<file path="config.mk">
export PLATFORM = sky130hd
export DESIGN_NAME = mdOrderTables
export DESIGN_NICKNAME = d
export VERILOG_FILES = /design/src/rtl/mdOrderPkg.sv /design/src/rtl/mdOrderCtrl.sv /design/src/rtl/mdOrderDp.sv /design/src/rtl/mdOrderTables.sv
export SDC_FILE = /design/constraint.sdc
export NUM_CORES = 1
export LEC_CHECK = 0
export ABC_AREA = 1
export BUFFER_PORTS_ARGS = -buffer_cell sky130_fd_sc_hd__buf_2
export CELL_PAD_IN_SITES_DETAIL_PLACEMENT = 1
export CELL_PAD_IN_SITES_GLOBAL_PLACEMENT = 2
export CORE_UTILIZATION = 36
export DETAILED_ROUTE_END_ITERATION = 12
export PLACE_DENSITY = 0.79
export RECOVER_POWER = 50
export SLEW_MARGIN = 20
export SYNTH_ARGS = -nofsm -noshare
export SYNTH_HDL_FRONTEND = slang
export SYNTH_SLANG_ARGS = --single-unit
</file>
<file path="constraint.sdc">
create_clock -name clk -period 2.2 [get_ports clk]
set_input_delay 0.11 -clock clk [delete_from_list [all_inputs] [get_ports clk]]
set_output_delay 0.11 -clock clk [all_outputs]
set_load 0.02 [all_outputs]
</file>
<file path="src/rtl/mdOrderPkg.sv">
package mdOrderPkg;
  parameter int REQ_ENTRIES = 8;
  parameter int ACK_ENTRIES = 8;

  // strobes from control to datapath, one bit per table entry
  typedef struct packed {
    logic [REQ_ENTRIES-1:0] reqLoad;
    logic [REQ_ENTRIES-1:0] reqClear;
    logic [ACK_ENTRIES-1:0] ackLoad;
    logic [ACK_ENTRIES-1:0] ackClear;
  } tblStrobes_t;
endpackage

</file>
<file path="src/rtl/mdOrderCtrl.sv">
module mdOrderCtrl
  import mdOrderPkg::*;
(
  input  logic                   reqAllocValid,
  input  logic                   reqDoneValid,
  input  logic                   wrLogValid,
  input  logic                   tagDoneValid,
  input  logic [REQ_ENTRIES-1:0] reqBusy,
  input  logic [REQ_ENTRIES-1:0] reqHitDone,
  input  logic [ACK_ENTRIES-1:0] ackBusy,
  input  logic [ACK_ENTRIES-1:0] ackHitWr,
  input  logic [ACK_ENTRIES-1:0] ackHitDone,
  output logic                   reqAllocReady,
  output logic                   wrLogReady,
  output tblStrobes_t            strb
);
  logic [REQ_ENTRIES-1:0] reqFree, reqPick;
  logic [ACK_ENTRIES-1:0] ackFree, ackPick;
  logic wrHitAny;

  // lowest free slot, isolated as a one-hot vector
  assign reqFree = ~reqBusy;
  assign reqPick = reqFree & (~reqFree + REQ_ENTRIES'(1));
  assign ackFree = ~ackBusy;
  assign ackPick = ackFree & (~ackFree + ACK_ENTRIES'(1));

  assign wrHitAny      = |ackHitWr;
  assign reqAllocReady = |reqFree;
  assign wrLogReady    = wrHitAny | (|ackFree);

  always_comb begin
    strb = '0;
    if (reqAllocValid && reqAllocReady) strb.reqLoad = reqPick;
    if (reqDoneValid)                   strb.reqClear = reqHitDone;
    if (wrLogValid && wrLogReady)       strb.ackLoad = wrHitAny ? ackHitWr : ackPick;
    if (tagDoneValid)                   strb.ackClear = ackHitDone;
  end
endmodule

</file>
<file path="src/rtl/mdOrderDp.sv">
module mdOrderDp
  import mdOrderPkg::*;
#(
  parameter int ID_W   = 8,
  parameter int ADDR_W = 16,
  parameter int CORE_W = 2
) (
  input  logic                   clk,
  input  logic                   rstN,
  input  tblStrobes_t            strb,
  input  logic [ID_W-1:0]        reqAllocId,
  input  logic [CORE_W-1:0]      reqAllocSrc,
  input  logic                   reqLookupValid,
  input  logic [ID_W-1:0]        reqLookupId,
  input  logic [ID_W-1:0]        reqDoneId,
  input  logic [ADDR_W-1:0]      wrLogAddr,
  input  logic [ID_W-1:0]        wrLogId,
  input  logic [ID_W-1:0]        tagDoneId,
  input  logic                   mdReqValid,
  input  logic [ADDR_W-1:0]      mdReqAddr,
  output logic [REQ_ENTRIES-1:0] reqBusy,
  output logic [REQ_ENTRIES-1:0] reqHitLookup,
  output logic [REQ_ENTRIES-1:0] reqHitDone,
  output logic [ACK_ENTRIES-1:0] ackBusy,
  output logic [ACK_ENTRIES-1:0] ackHitWr,
  output logic [ACK_ENTRIES-1:0] ackHitDone,
  output logic                   reqLookupHit,
  output logic [CORE_W-1:0]      reqLookupSrc,
  output logic                   mdRespValid,
  output logic                   mdRespNack
);
  logic [ID_W-1:0]   reqIdQ   [REQ_ENTRIES];
  logic [CORE_W-1:0] reqSrcQ  [REQ_ENTRIES];
  logic [ID_W-1:0]   ackIdQ   [ACK_ENTRIES];
  logic [ADDR_W-1:0] ackAddrQ [ACK_ENTRIES];
  logic [ACK_ENTRIES-1:0] ackHitMd;

  for (genvar i = 0; i < REQ_ENTRIES; i++) begin : g_req
    assign reqHitLookup[i] = reqBusy[i] && reqLookupValid && (reqIdQ[i] == reqLookupId);
    assign reqHitDone[i]   = reqBusy[i] && (reqIdQ[i] == reqDoneId);

    always_ff @(posedge clk or negedge rstN) begin
      if (!rstN) begin
        reqBusy[i] <= 1'b0;
        reqIdQ[i]  <= '0;
        reqSrcQ[i] <= '0;
      end else if (strb.reqLoad[i]) begin
        reqBusy[i] <= 1'b1;
        reqIdQ[i]  <= reqAllocId;
        reqSrcQ[i] <= reqAllocSrc;
      end else if (strb.reqClear[i]) begin
        reqBusy[i] <= 1'b0;
      end
    end
  end

  for (genvar j = 0; j < ACK_ENTRIES; j++) begin : g_ack
    assign ackHitWr[j]   = ackBusy[j] && (ackAddrQ[j] == wrLogAddr);
    assign ackHitDone[j] = ackBusy[j] && (ackIdQ[j] == tagDoneId);
    assign ackHitMd[j]   = ackBusy[j] && (ackAddrQ[j] == mdReqAddr);

    // a newer writer to the same address wins over a completion
    always_ff @(posedge clk or negedge rstN) begin
      if (!rstN) begin
        ackBusy[j]  <= 1'b0;
        ackIdQ[j]   <= '0;
        ackAddrQ[j] <= '0;
      end else if (strb.ackLoad[j]) begin
        ackBusy[j]  <= 1'b1;
        ackIdQ[j]   <= wrLogId;
        ackAddrQ[j] <= wrLogAddr;
      end else if (strb.ackClear[j]) begin
        ackBusy[j] <= 1'b0;
      end
    end
  end

  always_comb begin
    reqLookupSrc = '0;
    for (int k = 0; k < REQ_ENTRIES; k++)
      if (reqHitLookup[k]) reqLookupSrc = reqLookupSrc | reqSrcQ[k];
  end
  assign reqLookupHit = |reqHitLookup;

  always_ff @(posedge clk or negedge rstN) begin
    if (!rstN) begin
      mdRespValid <= 1'b0;
      mdRespNack  <= 1'b0;
    end else begin
      mdRespValid <= mdReqValid;
      mdRespNack  <= mdReqValid && (|ackHitMd);
    end
  end
endmodule

</file>
<file path="src/rtl/mdOrderTables.sv">
module mdOrderTables
  import mdOrderPkg::*;
#(
  parameter int ID_W   = 8,
  parameter int ADDR_W = 16,
  parameter int CORE_W = 2
) (
  input  logic              clk,
  input  logic              rstN,
  input  logic              reqAllocValid,
  input  logic [ID_W-1:0]   reqAllocId,
  input  logic [CORE_W-1:0] reqAllocSrc,
  output logic              reqAllocReady,
  input  logic              reqLookupValid,
  input  logic [ID_W-1:0]   reqLookupId,
  output logic              reqLookupHit,
  output logic [CORE_W-1:0] reqLookupSrc,
  input  logic              reqDoneValid,
  input  logic [ID_W-1:0]   reqDoneId,
  input  logic              wrLogValid,
  input  logic [ADDR_W-1:0] wrLogAddr,
  input  logic [ID_W-1:0]   wrLogId,
  output logic              wrLogReady,
  input  logic              tagDoneValid,
  input  logic [ID_W-1:0]   tagDoneId,
  input  logic              mdReqValid,
  input  logic [ADDR_W-1:0] mdReqAddr,
  output logic              mdRespValid,
  output logic              mdRespNack
);
  tblStrobes_t            strb;
  logic [REQ_ENTRIES-1:0] reqBusy, reqHitLookup, reqHitDone;
  logic [ACK_ENTRIES-1:0] ackBusy, ackHitWr, ackHitDone;

  mdOrderCtrl ctrl_i (
    .reqAllocValid (reqAllocValid),
    .reqDoneValid  (reqDoneValid),
    .wrLogValid    (wrLogValid),
    .tagDoneValid  (tagDoneValid),
    .reqBusy       (reqBusy),
    .reqHitDone    (reqHitDone),
    .ackBusy       (ackBusy),
    .ackHitWr      (ackHitWr),
    .ackHitDone    (ackHitDone),
    .reqAllocReady (reqAllocReady),
    .wrLogReady    (wrLogReady),
    .strb          (strb)
  );

  mdOrderDp #(.ID_W(ID_W), .ADDR_W(ADDR_W), .CORE_W(CORE_W)) dp_i (
    .clk            (clk),
    .rstN           (rstN),
    .strb           (strb),
    .reqAllocId     (reqAllocId),
    .reqAllocSrc    (reqAllocSrc),
    .reqLookupValid (reqLookupValid),
    .reqLookupId    (reqLookupId),
    .reqDoneId      (reqDoneId),
    .wrLogAddr      (wrLogAddr),
    .wrLogId        (wrLogId),
    .tagDoneId      (tagDoneId),
    .mdReqValid     (mdReqValid),
    .mdReqAddr      (mdReqAddr),
    .reqBusy        (reqBusy),
    .reqHitLookup   (reqHitLookup),
    .reqHitDone     (reqHitDone),
    .ackBusy        (ackBusy),
    .ackHitWr       (ackHitWr),
    .ackHitDone     (ackHitDone),
    .reqLookupHit   (reqLookupHit),
    .reqLookupSrc   (reqLookupSrc),
    .mdRespValid    (mdRespValid),
    .mdRespNack     (mdRespNack)
  );
endmodule

</file>
==> metrics.md <==
| Metric | Value |
|---|---|
| Run status | complete, but fails checks |
| Failing checks | negative setup slack |
| Startpoint type of the worst setup path | flip-flop |
| Layout Nets | 3363 |
| Post-route minimum period | 2.55 ns |
| Total grt overflow | 0 |
| P_leak | 0.0137 µW |
| FMAX | between 0.3 and 0.4 GHz |
| Yosys Warn Count | 0 |
| Peak supply drop | 679 µV |
| Largest stage delay, worst path | 0.43 ns |
| RSZ-0062 raised after global routing | yes |
| H-tree depth reported by CTS | 2 |
| CP Depth | 15 |
| Slew @ Worst Pin | 1.19 ns |
| CTS clk-pin slew, worst paths | about 0.070 ns |
| I/O Pins | 89 |
| Synth-to-Final Area Change | 51.0% |
| Worst r2r dst | dp_i.ackIdQ[35] |
| Crit path max fanout | 6 |
| Mapped Cells | 2716 |
| Most common cell after layout, fill and taps aside | nand2_1 |
| Relative slew slack | 20.8% |
| ANT cells | 0 |
| Die area | approximately 53000 µm² |
| Clock Skews | 0.0258 ns |
| CP Launch Point | dp_i.ackAddrQ[126] |
| Async SR Flop Fraction | 100% |
| Worst EP arrival | a little over 3 ns |
| First-pass GRT wire length | 156000 µm |
| Final Cell Area | 28300 µm² |
| Clock Tree Buf Depth | 3 |
| CTS Buf Count | 38 |
| Die width | 230 µm |
| Total wire length | 110000 µm |
| Worst path required time | 2.71 ns |
| Die height | roughly 230 µm |
| Cell Pwr Density | between 1000 and 1500 nW/µm² |
| Vias in the first global route | around 24000 |
| Core footprint | 51400 µm² |
| CTS root buf | clkbuf_16 |
| WL/cell | 27.5 µm |
| Setup ws final | -0.354 ns |
| Crit Path Class | flip-flop to flip-flop |
| Hold Slack | ~0.025 ns |
| EDFF count, synth | 0 |
| Post-Syn Area per Cell | 6.90 µm² |
| Fin util | 55.0% |
| Syn_nets | approximately 2800 |
| Post-Place Cell Area | approximately 23000 µm² |
| Leading area contributor after synthesis | dfrtp_1 |
| Initial Utilization | 36.5% |
| Clock latency on the worst-skew pair | 0.58 ns |
| Post-DRT Antenna Nets | 0 |
| Clock sinks | 290 |
| Met2 usage | 63.2% |
| DR iter-0 viols | 2423 |
| M3 GR Usage | approximately 8.8% |
| CP endpoint kind | flip-flop |
| Worst path cell trace | xor2_2 > nor2_2 > nand2_2 > nor2_2 > nand3_2 > nand2_2 > nor2_4 > buf_6 > nand2_8 > o21ai_4 > buf_6 > buf_8 > clkbuf_16 > nand3_2 > nand2_1 |
| Cell variety after synth | approximately 50 |
| Worst Hold Launch | wrLogAddr[6] |
| CP bufs+invs | 4 |
| Most frequent cells in the layout | nand2_1 (829), buf_4 (412), dfrtp_1 (270) |
| Kind of cell adding the most delay to the critical path | simple AND/OR/NAND/NOR gates |
| Top cells by area, synth | dfrtp_1 (39%), nand2_1 (20%), nand3_1 (6.4%) |
| Count of input and output buffers | slightly below 90 |
| FP Rows | 83 |
| Crit share post-route | 116% |
| Dominant synthesized flop cell | dfrtp_1 |
| Hold Path Sink | dp_i.ackAddrQ[70] |
| Sequential share of the synthesized area | 38.7% |
| Total number of vias | 23215 |
| Hold crit path type | input port to flip-flop |
| Slew Limit Fails | 0 |
| Yosys reg bits | 290 |
| Vias per cell | 5.82 |
| Max Cap Viol | 0 |
| Largest net degree at the start of global routing | 98 |
| Hold Vio Cnt, Final | 0 |
| Length in cells of the worst reg-to-reg path | 15 |
| FF-to-FF setup slack | -0.35 ns |
| Post-synth top area share | 38.7% |
| Drt pass-1 iters | 6 |
| CTS tree | built |
| Synthesized area | ~19000 µm² |
| Hold path cells | 4 |
| Met1 Track Usage GR | 50.2% |
| Share of cells above drive strength 1 | 34.9% |
| Gr busiest metal | met2 |
| Placer Congestion | roughly 1 |
| Placed wire-length estimate | 69200 µm |
| Initial antenna violation count | 0 |
| Reg-to-reg startpoint | dp_i.ackAddrQ[126] |
| Total GRT Usage | between 40% and 50% |
| Final setup viols | just over 200 |
| # DRC | 0 |
| Worst-path cell with the longest stage delay | dfrtp_1 |
[state kept, by name, summed over array words and instances (netlist names)]
name,count
dp_i.reqBusy,8
dp_i.reqIdQ,64
dp_i.ackIdQ,64
dp_i.mdRespNack,1
dp_i.reqSrcQ,16
dp_i.ackAddrQ,128
dp_i.mdRespValid,1
dp_i.ackBusy,8
[routing by layer]
layer | wire, µm | share of wire (%) | up-vias
met2 | 49300 | 45 | 1221
met4 | 7660 | 7.0 | 2
met5 | 66 | 0.060 | -
met3 | 9830 | 9.0 | 417
li1 | - | - | 10021
met1 | 43000 | 39 | 11554
[through the flow]
| stage | total power (µW) | std cells | setup WS (ns) | TNS [ns] |
|---|---|---|---|---|
| final | 38000 | 3989 | -0.354 | -55.69 |
| after floorplan | 17600 | 2716 | 0.199 | 0 |
| after global routing | 39800 | 3989 | -0.377 | -70.38 |
| after CTS | 35300 | 3955 | -0.246 | -25.62 |
| after detailed placement | 24700 | 3738 | -0.514 | -86.51 |
| after global placement | 24200 | 3738 | -0.528 | -79.76 |
[timing repair]
item / 4_1_cts / 5_1_grt
hold buffers: 32 / 0
pin swaps: 136 / 112
endpoints found under the hold margin: 411 / 0
endpoints found under the setup margin: 204 / 205
setup buffers: 89 / 44
gates resized for setup: 370 / 246
gates cloned: 36 / 10
[Yosys cell counts (12+ instances only)]
master     number
nor3_1         17
nand4_1        35
or2_2          16
clkbuf_1       68
buf_6          13
buf_2          45
o2111ai_1      25
nor2_1        190
xnor2_1        50
nand3_1       238
a221oi_1       23
dfrtp_1       290
xor2_1         54
buf_4          22
nand2_1      1006
o21ai_1        12
inv_1         213
nor4_1         20
o22ai_1        81
o21ai_0       182
a21oi_1        19
[layout make-up]
| class | count | area [µm²] |
|---|---|---|
| Tap cell | 680 | 851 |
| Multi-Input combinational cell | 2056 | 11700 |
| Inverter | 229 | 888 |
| Clock inverter | 13 | 141 |
| Timing Repair inverter | 3 | 61.3 |
| Sequential cell | 290 | 7280 |
| Clock buffer | 55 | 1080 |
| Fill cell | 6296 | 23100 |
| Timing Repair Buffer | 663 | 6340 |
[power by group]
group | switching [µW] | internal, µW
logic | 11700 | 9530
clock network | 2750 | 3650
registers | 2660 | 7730
total | 17100 | 20900
[kinds of logic (layout without fill, tap and decap cells)]
family / count (synthesis) / after routing / synth area share (%)
AOI/OAI and AO/OA: 387 / 387 / 12.7
xor gates and xnor gates: 104 / 104 / 4.86
buffers and inverters: 380 / 963 / 8.97
DFF: 290 / 290 / 38.7
and+or+nand+nor: 1555 / 1565 / 34.8
[worst max path at each step]
stage | to | slack, ns
floorplan | dp_i.ackBusy[7] | 0.20
global placement | dp_i.ackAddrQ[113] | -0.53
detailed placement | dp_i.ackAddrQ[124] | -0.51
CTS | reqLookupSrc[1] | -0.25
global route | dp_i.ackAddrQ[74] | -0.38
finish | dp_i.ackIdQ[35] | -0.35
[tightest hold or removal path, stage by stage]
cell and delay (ns):
buf_2 0.13, buf_4 0.19, nand3_2 0.09, nand2_1 0.05
No activity file was read; power rests on OpenSTA's default activity.
